## config.mk

```make
export PLATFORM = sky130hd
export DESIGN_NAME = spi_wr_master
export DESIGN_NICKNAME = d
export VERILOG_FILES = /design/src/rtl/spi_wr_pkg.sv /design/src/rtl/spi_wr_timer.sv /design/src/rtl/spi_wr_engine.sv /design/src/rtl/spi_wr_master.sv
export SDC_FILE = /design/constraint.sdc
export NUM_CORES = 1
export LEC_CHECK = 0
export ABC_AREA = 1
export CORE_UTILIZATION = 42
export CTS_CLUSTER_SIZE = 25
export DETAILED_ROUTE_END_ITERATION = 6
export PLACE_DENSITY = 0.71
export SLEW_MARGIN = 20
export SYNTH_ARGS = -nofsm -noshare
export SYNTH_HDL_FRONTEND = slang
export SYNTH_HIERARCHICAL = 1
export SYNTH_SLANG_ARGS = --single-unit
```

## constraint.sdc

```tcl
create_clock -name clk -period 1.75 [get_ports clk]
set_clock_uncertainty 0.05 [all_clocks]
set_input_delay 0.35 -clock clk [delete_from_list [all_inputs] [get_ports clk]]
set_output_delay 0.35 -clock clk [all_outputs]
set_load 0.01 [all_outputs]
```

## src/rtl/spi_wr_pkg.sv

```systemverilog
package spi_wr_pkg;
    typedef enum logic [1:0] {
        ST_OFF  = 2'd0,
        ST_IDLE = 2'd1,
        ST_LOW  = 2'd2,
        ST_HIGH = 2'd3
    } spi_state_e;

    localparam logic ADDR_CTRL = 1'b0;
    localparam logic ADDR_DATA = 1'b1;
endpackage

```

## src/rtl/spi_wr_timer.sv

```systemverilog
module spi_wr_timer #(
    parameter int HALF = 2
) (
    input  logic clk,
    input  logic rst_n,
    input  logic restart,
    output logic expire
);
    localparam int CW = (HALF > 1) ? $clog2(HALF) : 1;
    localparam logic [CW-1:0] RELOAD = CW'(HALF - 1);

    logic [CW-1:0] cnt_q;

    always_ff @(posedge clk or negedge rst_n) begin
        if (!rst_n)
            cnt_q <= RELOAD;
        else if (restart)
            cnt_q <= RELOAD;
        else if (cnt_q != '0)
            cnt_q <= cnt_q - 1'b1;
    end

    assign expire = (cnt_q == '0);
endmodule

```

## src/rtl/spi_wr_engine.sv

```systemverilog
module spi_wr_engine
    import spi_wr_pkg::*;
#(
    parameter int DW   = 8,
    parameter int HALF = 2
) (
    input  logic          clk,
    input  logic          rst_n,
    input  logic          stop,
    input  logic          start,
    input  logic          hold_full,
    input  logic [DW-1:0] hold_data,
    input  logic          miso,
    output logic          take,
    output logic          byte_done,
    output logic [DW-1:0] rx_word,
    output spi_state_e    state,
    output logic          sclk,
    output logic          mosi,
    output logic          drive_oe,
    output logic          cs_n
);
    localparam int BW = (DW > 1) ? $clog2(DW) : 1;
    localparam logic [BW-1:0] TOP_BIT = BW'(DW - 1);

    spi_state_e    state_q, state_nxt;
    logic [DW-1:0] tx_sh, rx_sh;
    logic [BW-1:0] bit_q;
    logic          expire, last, restart;

    assign last    = (bit_q == '0);
    assign restart = (state_nxt != state_q);

    spi_wr_timer #(.HALF(HALF)) u_timer (
        .clk     (clk),
        .rst_n   (rst_n),
        .restart (restart),
        .expire  (expire)
    );

    // state register
    always_ff @(posedge clk or negedge rst_n) begin
        if (!rst_n)
            state_q <= ST_OFF;
        else
            state_q <= state_nxt;
    end

    // next state
    always_comb begin
        state_nxt = state_q;
        unique case (state_q)
            ST_OFF:  if (start) state_nxt = ST_IDLE;
            ST_IDLE: if (hold_full) state_nxt = ST_LOW;
            ST_LOW:  if (expire) state_nxt = ST_HIGH;
            ST_HIGH: begin
                if (expire) begin
                    if (!last || hold_full)
                        state_nxt = ST_LOW;
                    else
                        state_nxt = ST_IDLE;
                end
            end
        endcase
        if (stop)
            state_nxt = ST_OFF;
    end

    // handshake with the hold registers
    always_comb begin
        byte_done = !stop && (state_q == ST_HIGH) && expire && last;
        take      = !stop && hold_full &&
                    ((state_q == ST_IDLE) || byte_done);
    end

    // shift datapath
    always_ff @(posedge clk or negedge rst_n) begin
        if (!rst_n) begin
            tx_sh <= '0;
            rx_sh <= '0;
            bit_q <= '0;
        end else if (!stop) begin
            if (take) begin
                tx_sh <= hold_data;
                bit_q <= TOP_BIT;
            end else if (state_q == ST_HIGH && expire && !last) begin
                tx_sh <= {tx_sh[DW-2:0], 1'b0};
                bit_q <= bit_q - 1'b1;
            end
            if (state_q == ST_LOW && expire)
                rx_sh <= {rx_sh[DW-2:0], miso};
        end
    end

    // outputs
    always_comb begin
        state    = state_q;
        rx_word  = rx_sh;
        sclk     = (state_q == ST_HIGH);
        mosi     = (state_q == ST_OFF) ? 1'b0 : tx_sh[DW-1];
        drive_oe = (state_q != ST_OFF);
        cs_n     = (state_q == ST_OFF);
    end
endmodule

```

## src/rtl/spi_wr_master.sv

```systemverilog
module spi_wr_master
    import spi_wr_pkg::*;
#(
    parameter int HALF = 2
) (
    input  logic       clk,
    input  logic       rst_n,
    input  logic       bus_sel,
    input  logic       bus_we,
    input  logic       bus_addr,
    input  logic [7:0] bus_wdata,
    output logic [7:0] bus_rdata,
    output logic       spi_sclk,
    output logic       spi_sclk_oe,
    output logic       spi_mosi,
    output logic       spi_mosi_oe,
    input  logic       spi_miso,
    output logic       spi_cs_n
);
    localparam int DW = 8;

    logic          ctrl_wr, data_wr;
    logic          hold_full_q;
    logic [DW-1:0] hold_tx_q, rx_hold_q, rx_word;
    logic          toggle_q, take, byte_done, drive_oe, busy;
    spi_state_e    state;
    logic [7:0]    status_w;

    assign ctrl_wr = bus_sel && bus_we && (bus_addr == ADDR_CTRL);
    assign data_wr = bus_sel && bus_we && (bus_addr == ADDR_DATA);

    spi_wr_engine #(.DW(DW), .HALF(HALF)) u_engine (
        .clk       (clk),
        .rst_n     (rst_n),
        .stop      (ctrl_wr),
        .start     (data_wr),
        .hold_full (hold_full_q),
        .hold_data (hold_tx_q),
        .miso      (spi_miso),
        .take      (take),
        .byte_done (byte_done),
        .rx_word   (rx_word),
        .state     (state),
        .sclk      (spi_sclk),
        .mosi      (spi_mosi),
        .drive_oe  (drive_oe),
        .cs_n      (spi_cs_n)
    );

    always_ff @(posedge clk or negedge rst_n) begin
        if (!rst_n) begin
            hold_full_q <= 1'b0;
            hold_tx_q   <= '0;
            rx_hold_q   <= '0;
            toggle_q    <= 1'b0;
        end else begin
            if (ctrl_wr)
                hold_full_q <= 1'b0;
            else if (data_wr)
                hold_full_q <= 1'b1;
            else if (take)
                hold_full_q <= 1'b0;
            if (data_wr)
                hold_tx_q <= bus_wdata;
            if (byte_done) begin
                rx_hold_q <= rx_word;
                toggle_q  <= ~toggle_q;
            end
        end
    end

    assign busy        = hold_full_q || (state == ST_LOW) || (state == ST_HIGH);
    assign status_w    = {busy, toggle_q, 5'b0, spi_cs_n};
    assign bus_rdata   = (bus_addr == ADDR_DATA) ? rx_hold_q : status_w;
    assign spi_sclk_oe = drive_oe;
    assign spi_mosi_oe = drive_oe;
endmodule

```

==> impl_results.md, run 1 <==
- DRC viols: 0
- # IOs: 27
- Yosys warns: 6
- Port Buffers: 26
- Dpl cells: 341
- Worst endpoint required time: 1.35 ns
- DPL Wire Length: 3020 µm
- Drt wl/cell: 11.5 µm
- Vias in the first global route: 1615
- Yosys cell types: 27
- Mux contribution to synthesized area: 0%
- Inserted Diodes: 0
- Most common cell after layout, fill and taps aside: nand2_1
- DIE WIDTH: 71.5 µm
- Hold Slack: 0.439 ns
- Final ANT Viol Nets: 0
- Worst slew pin tran: 0.466 ns
- Root Buffer Master: clkbuf_8
- Power density over the cells: 1370 nW/µm²
- Asr flop ratio synth: 100%
- Register area: 1000 µm²
- Remaining Overflow, GRT: 0
- Synthesized instance count: 251
- Largest family of logic cells by synthesized area: simple AND/OR/NAND/NOR gates
- DR vias: 1679
- Status: complete, no violations
- Vias per cell: 4.77
- Clk buf depth: 2
- Post-synthesis sequential area ratio: 49.4%
- CP Max Fanout: 3
- Final GP Congestion: 0.756
- Post-synth EDFFs: 0
- Adder-Cell Fraction of Synth Area: 1.23%
- Count of final setup violators: 0
- Die Ht: 71.5 µm
- Nature of the critical path endpoint: output port
- Syn Area/Cell: 8.09 µm²
- Clock latency on the worst-skew pair: 0.30 ns
- Initial DRT Pass Iterations: 4
- Post-Syn Nets: 267
- Initial Util: 45.1%
- Post-route cell area: 2630 µm²
- Synth Cell Area: 2030 µm²
- Final core occ: 58.4%
- Worst Setup Start Kind: flip-flop
- Hold WC Path Type: flip-flop to flip-flop
- TritonCTS sink count: 40
- First-pass GRT wire length: 7180 µm
- WL final: 4050 µm
- Post-layout instance count excluding filler cells: 352
- Largest net degree at the start of global routing: 22
- CP Class: flip-flop to output port
- Core Box Area: 4500 µm²
- XOR/XNOR share of the synthesized area: 0.431%
- Layout cells sized above 1: 18.0%
- # nets final: 315
- Area of the multi-input gates: 797 µm²
- Final Hold Viols: 0
- Ys flop type: dfrtp_1
- Num CTS Buffers: 5
- Num rows: 24
- Data arrival, critical path: 1.29 ns
- Initial DRC count: 103
- CTS H-tree lvls: 2
- Clock transition at the registers of the reported paths: 0.07 ns
- Area growth syn-to-layout: 29.6%
- MaxCap Viol Count: 0
- Lkg Pwr: 1.48 nW
- Filler cells: 419
- Maximum VDD drop: 0.699 mV
- Die ar.: 5120 µm²
- Yosys reg bits: 40
- Post-DP Area: 2460 µm²
- Max Fclk: 591 MHz
- Final number of max-transition violations: 0
- Post-synthesis compound-gate area fraction: 5.79%
- All-Layer GR Usage: 18.1%
- Worst setup margin: 0.0583 ns
- Normalized max-slew margin: 69.0%
- CTS tree: yes
- Most frequent cells in the layout: nand2_1, dfrtp_1, inv_1, buf_4, nor2_1
- DP Worst Slack: -0.415 ns
- Antenna violations before repair: 0
- Synth Area in Simple Gates: 30.7%
- Post-route minimum period: 1.69 ns
- Period utilisation layout: 96.7%
## cells in the mapped netlist, types with 3 or more instances
cell type / number / area share, %
o21ai_0: 11 / 2.7
inv_1: 39 / 7.2
nor2_1: 21 / 3.9
dfrtp_1: 39 / 48
a21oi_1: 4 / 0.99
nand4_1: 9 / 2.8
buf_4: 3 / 1.1
nand3_1: 18 / 4.4
nand2_1: 80 / 15
buf_6: 5 / 2.8
## registers in the layout (all words and copies together), names as in the netlist
register and cells:
u_engine/state 2, hold_tx_q 8, u_engine/u_timer/cnt_q 1, hold_full_q 1
rx_hold_q 8, u_engine/bit_q 3, u_engine/rx_word 8, toggle_q 1
u_engine/tx_sh 8
## layer usage
layer / global-route usage [%] / up-vias / share of wire [%]
met3: 3.38 / 6 / 3.0
li1: - / 865 / -
met1: 24.0 / 778 / 49
met4: 7.19 / 0 / 2.0
met2: 29.6 / 30 / 46
met5: 0 / - / 0
## through the flow
step                setup TNS [ns]  power [mW]
global route               -0.0148        3.88
detailed placement          -12.14        2.79
finish                           0        3.60
global placement            -10.36        2.75
floorplan                        0        2.25
CTS                        -0.0197        3.63
## worst paths after layout
kind	end	slack (ns)	from	cells past startpoint
worst max-delay path	spi_sclk_oe	0.06	u_engine/state[1]$_DFF_PN0_	4
min in group asynchronous	hold_tx_q[0]$_DFFE_PN0P_	0.49	rst_n	2
max in group asynchronous	u_engine/u_timer/cnt_q$_DFF_PN1_	0.61	rst_n	3
worst min register to register	rx_hold_q[6]$_DFFE_PN0P_	0.44	u_engine/rx_word[6]$_DFFE_PN0P_	2
worst min-delay path	rx_hold_q[6]$_DFFE_PN0P_	0.44	u_engine/rx_word[6]$_DFFE_PN0P_	2
worst max register to register	u_engine/tx_sh[3]$_DFFE_PN0P_	0.10	u_engine/bit_q[0]$_DFFE_PN0P_	10
## cell type report
type | count | share of cell area [%]
sequential | 40 | 38.1
multi-input combinational | 161 | 30.3
timing repair buffer | 51 | 18.6
inverter | 40 | 5.71
clock buffer | 7 | 3.66
tap | 52 | 2.47
clock inverter | 1 | 1.14
## critical path: stages (launching register included)
cell           delay [ns]
dfrtp_1              0.38
buf_4                0.14
nor2_4               0.14
inv_2                0.06
dlygate4sd2_1        0.28
## cells by family (layout without fill, tap and decap cells)
kind of cell	count (synthesis)	count (layout)
AOI/OAI and AO/OA	21	21
adders and majority gates	2	2
xor gates and xnor gates	1	1
and+or+nand+nor	137	137
buffers and inverters	50	99
DFF	40	40
## what timing repair did
action	CTS	global route
pin swaps	1	1
setup buffers	2	0
hold buffers	1	0
setup endpoints to repair	22	25
hold endpoints to repair	19	0
gates resized for setup	16	17
## report_power, final
group	switching, mW	internal (mW)	total (mW)	leakage, nW
clock	0.316	0.503	0.819	0.0645
combinational	0.765	0.603	1.37	0.963
sequential	0.168	1.24	1.41	0.457
total	1.25	2.35	3.60	1.48
(Power assumes the default switching activity.)
==> inputs of run 2 (changes only) <==
--- a/config.mk
+++ b/config.mk
@@ -11,2 +11,3 @@
 export DETAILED_ROUTE_END_ITERATION = 6
+export GPL_ROUTABILITY_DRIVEN = 0
 export PLACE_DENSITY = 0.71
--- a/constraint.sdc
+++ b/constraint.sdc
@@ -4,2 +4,2 @@
 set_output_delay 0.35 -clock clk [all_outputs]
-set_load 0.01 [all_outputs]
+set_load 0.1 [all_outputs]
==> run 2 against run 1 <==
  * Sequential power grew 4%
  * Clock-buffer cell count up 1
  * Critical endpoint is now bus_rdata[0]
  * Critical path depth unchanged
  * Critical path type unchanged
  * Clock power shrank 23%
==> impl_results.md, run 2 (synthesis gave the netlist of run 1 again) <==
- Port Buffers: 26
- DRC viols: 0
- Final core occ: 59.7%
- Clk buf depth: 2
- TritonCTS sink count: 40
- Crit-path max cell delay: 0.47 ns
- Die ar.: 5120 µm²
- Normalized max-slew margin: 65.1%
- Inserted Diodes: 0
- # nets final: 306
- Num rows: 24
- Worst setup path startpoint: u_engine/state[0]$_DFF_PN0_
- All-Layer GR Usage: 18.6%
- CP Depth: 4
- Most frequent cells in the layout: nand2_1, inv_1, dfrtp_1, nor2_1, nand3_1
- CP max stage cell: dfrtp_2
- Reg2reg path depth: 10
- Sequence of cells on the critical path: nor2_4 > nand2_2 > o21ai_4 > buf_12
- CTS tree: yes
- Worst r2r src: u_engine/bit_q[0]$_DFFE_PN0P_
- Crit path capture: bus_rdata[0]
- Initial DRC count: 74
- DR vias: 1662
- Root Buffer Master: clkbuf_8
- WL final: 4020 µm
- Worst path top cell family by delay: flip-flops
- # IOs: 27
- Die Ht: 71.5 µm
- Clock transition at the registers of the reported paths: 0.08 ns
- Cell Int Power: 2.37 mW
- Power density over the cells: 1590 nW/µm²
- DIE WIDTH: 71.5 µm
- Sequential power share: 34.1%
- Maximum VDD drop: 0.915 mV
- Initial Util: 45.1%
- Area growth syn-to-layout: 32.5%
- Drt wl/cell: 11.7 µm
- Combinational Power Share: 51.1%
- Sw Ratio: 44.7%
- Hold Path Cell Cnt: 2
- Reg2Reg Capture Point: u_engine/tx_sh[6]$_DFFE_PN0P_
- Count of final setup violators: 0
- Vias per cell: 4.85
- Final ANT Viol Nets: 0
- Final number of max-transition violations: 0
- Clock latency on the worst-skew pair: 0.29 ns
- Most common cell after layout, fill and taps aside: nand2_1
- Nature of the critical path endpoint: output port
- First-pass GRT wire length: 7330 µm
- Setup TNS: 0 ns
- Max Fclk: 597 MHz
- CP Class: flip-flop to output port
- CP Buf/Inv Count: 1
- MaxCap Viol Count: 0
- Worst reg2reg setup slack: 0.18 ns
- Worst Setup Start Kind: flip-flop
- Initial DRT Pass Iterations: 5
- Data arrival, critical path: 1.28 ns
- Vias in the first global route: 1601
- Layout cells sized above 1: 19.2%
- Clock Power Share: 14.7%
- Remaining Overflow, GRT: 0
- Sw power: 1.91 mW
- Post-DP Area: 2560 µm²
- CTS H-tree lvls: 2
- Hold WC Path Type: flip-flop to flip-flop
- Dpl cells: 332
- Worst slew pin tran: 0.523 ns
- Worst Min Path Start: u_engine/rx_word[7]$_DFFE_PN0P_
- Worst endpoint required time: 1.35 ns
- Post-layout instance count excluding filler cells: 343
- CP Max Fanout: 6
- Post-route minimum period: 1.68 ns
- Post-route cell area: 2690 µm²
- Antenna violations before repair: 0
- Core Box Area: 4500 µm²
- Final Hold Viols: 0
- RSZ-0062 raised after global routing: false
- Status: complete, no violations
- Period utilisation layout: 95.7%
- Lkg Pwr: 1.44 nW
- Largest net degree at the start of global routing: 22
- Num CTS Buffers: 5
- DPL Wire Length: 2920 µm
==> run 2: metal layers <==
layer / global-route usage, % / vias up / share of wire, %
li1: - / 855 / -
met1: 25.1 / 762 / 50
met2: 29.6 / 38 / 45
met3: 3.38 / 7 / 3.8
met4: 7.84 / 0 / 1.7
met5: 0 / - / 0
==> run 2: final cells by class <==
class / instances / area, µm²
Multi-Input combinational cell: 161 / 820
Sequential cell: 40 / 1000
Fill cell: 383 / 1810
Clock buffer: 8 / 90.1
Timing Repair Buffer: 42 / 561
Inverter: 40 / 150
Tap cell: 52 / 65.1
==> run 2: what timing repair did <==
item | in CTS | in global routing
hold endpoints to repair | 19 | 0
endpoints found under the setup margin | 10 | 28
gates resized for setup | 3 | 5
setup buffers | 2 | 0
hold buffers | 1 | 0
pin swaps | 1 | 0
==> run 2: worst min-delay path, stage by stage, from the launching register on <==
cell and delay [ns]:
dfrtp_1 0.34, nand2_1 0.05, o21ai_0 0.06
==> run 2: power groups by stage <==
stage	clock [mW]	sequential (mW)	combinational, mW
after global routing	0.687	1.50	2.37
after floorplan	0	1.42	1.52
after global placement	0	1.46	2.14
after detailed placement	0	1.47	2.17
after CTS	0.655	1.46	2.20
final	0.630	1.46	2.19
==> run 2: how the worst min path moves through the flow <==
stage,end
floorplan,hold_full_q$_DFFE_PN0P_
global placement,hold_tx_q[3]$_DFFE_PN0P_
detailed placement,hold_tx_q[3]$_DFFE_PN0P_
CTS,toggle_q$_DFFE_PN0P_
global route,toggle_q$_DFFE_PN0P_
finish,u_engine/rx_word[7]$_DFFE_PN0P_
==> run 2: stage by stage <==
stage	total power, mW	setup slack (ns)	hold slack [ns]
4_1_cts	4.31	0.0280	0.438
6_report	4.28	0.0747	0.436
3_5_place_dp	3.64	-0.237	0.310
5_1_grt	4.55	0.00792	0.450
2_1_floorplan	2.93	-0.665	0.00441
3_3_place_gp	3.60	-0.215	0.304
==> inputs of run 3 (changes only) <==
- REMOVE_ABC_BUFFERS: default -> 1
==> run 3 against run 2 <==
  * Via count up 3.0%
  * Utilization up 0.39 points
  * Hold slack worse by 0.0067 ns
  * Global-route usage down 0.45 points
  * First-iteration DRC count up 32%
  * Final cell count up 1.5%
  * Maximum frequency about the same
  * Clock power about the same
  * Wire length up 3.3%
  * Critical path type is now input pin to output port
==> impl_results.md, run 3 (synthesis gave the netlist of run 1 again) <==
- Largest net degree at the start of global routing: 25
- Final Hold Viols: 0
- Period utilisation layout: 95.8%
- Post-route minimum period: 1.68 ns
- Setup TNS: 0 ns
- Clock transition at the registers of the reported paths: 0.07 ns
- Status: complete, no violations
- Worst endpoint required time: 1.35 ns
- First-pass GRT wire length: 7040 µm
- Post-route cell area: 2710 µm²
- DPL Wire Length: 3040 µm
- DR vias: 1712
- Initial Util: 45.1%
- Clk buf depth: 2
- Port Buffers: 26
- Most common cell after layout, fill and taps aside: nand2_1
- Lkg Pwr: 1.47 nW
- Vias per cell: 4.92
- Data arrival, critical path: 1.28 ns
- Post-DP Area: 2550 µm²
- Most frequent cells in the layout: nand2_1, inv_1, dfrtp_1, nand3_1
- Normalized max-slew margin: 72.4%
- CP Max Fanout: 5
- Worst slew pin tran: 0.414 ns
- Die ar.: 5120 µm²
- Clock latency on the worst-skew pair: 0.29 ns
- DIE WIDTH: 71.5 µm
- DRC viols: 0
- CTS H-tree lvls: 2
- Worst Setup Start Kind: input pin
- Maximum VDD drop: 0.911 mV
- Root Buffer Master: clkbuf_8
- Num CTS Buffers: 5
- Max Fclk: 597 MHz
- Remaining Overflow, GRT: 0
- MaxCap Viol Count: 0
- Vias in the first global route: 1576
- TritonCTS sink count: 40
- CTS tree: yes
- Initial DRC count: 98
- Final number of max-transition violations: 0
- Dpl cells: 336
- Nature of the critical path endpoint: output port
- WL final: 4150 µm
- CP Class: input pin to output port
- Layout cells sized above 1: 20.6%
- # nets final: 311
- Hold Path Cell Cnt: 1
- Drt wl/cell: 11.9 µm
- Reg2reg path depth: 10
- Final ANT Viol Nets: 0
- Power density over the cells: 1610 nW/µm²
- Antenna violations before repair: 0
- Die Ht: 71.5 µm
- RSZ-0062 raised after global routing: false
- Initial DRT Pass Iterations: 4
- Overall power: 4.35 mW
- Count of final setup violators: 0
- All-Layer GR Usage: 18.1%
- Num rows: 24
- Hold WC Path Type: flip-flop to flip-flop
- Post-layout instance count excluding filler cells: 348
- Inserted Diodes: 0
- Core Box Area: 4500 µm²
- Area growth syn-to-layout: 33.3%
- # IOs: 27
[run 3: cell types whose count changed in the layout (fill, tap and decap cells not counted), sizes merged]
cell,before,now
buf,29,34
clkbuf,8,6
clkinv,0,2
[run 3: stage by stage]
step	setup WS [ns]	utilization, %	hold WS (ns)
after floorplan	-2.14	-	0.00441
after global placement	-0.153	56.7	0.251
after detailed placement	-0.241	56.7	0.256
after CTS	0.00464	59.4	0.427
after global routing	0.0164	60.1	0.435
final	0.0743	60.1	0.429
[run 3: metal layers]
metal	up-vias	part of all wire, %	GRT usage (%)
met5	-	0	0
met4	0	2.0	8.50
met3	8	3.7	3.80
met2	51	48	28.3
met1	795	46	24.4
li1	858	-	-
[run 3: final timing paths]
path,start,end,slack [ns]
worst max-delay path,bus_addr,bus_rdata[7],0.07
worst min-delay path,toggle_q$_DFFE_PN0P_,toggle_q$_DFFE_PN0P_,0.43
worst max register to register,u_engine/bit_q[0]$_DFFE_PN0P_,u_engine/tx_sh[4]$_DFFE_PN0P_,0.15
worst min register to register,toggle_q$_DFFE_PN0P_,toggle_q$_DFFE_PN0P_,0.43
max in group asynchronous,rst_n,toggle_q$_DFFE_PN0P_,0.71
min in group asynchronous,rst_n,u_engine/tx_sh[3]$_DFFE_PN0P_,0.48
[run 3: critical path, stage by stage]
cell           delay, ns
dlygate4sd2_1       0.31
inv_1               0.18
o21ai_0             0.11
nand2_1             0.13
buf_12              0.19
[run 3: power by group]
group          switching, mW  internal (mW)  total (mW)
logic                   1.43          0.846        2.28
registers              0.200           1.25        1.45
clock network          0.314          0.314       0.628
[run 3: area by class of cell]
cell class,count,area (µm²)
Tap cell,52,65.1
Clock buffer,6,82.6
Fill cell,396,1800
Inverter,40,150
Timing Repair Buffer,47,598
Sequential cell,40,1000
Multi-Input combinational cell,161,797
Clock inverter,2,10.0
[run 3: repair_timing]
action / CTS / global route
endpoints found under the hold margin: 15 / 0
hold buffers: 1 / 0
endpoints found under the setup margin: 12 / 11
buffers inserted: 0 / 3
resized for setup: 8 / 3
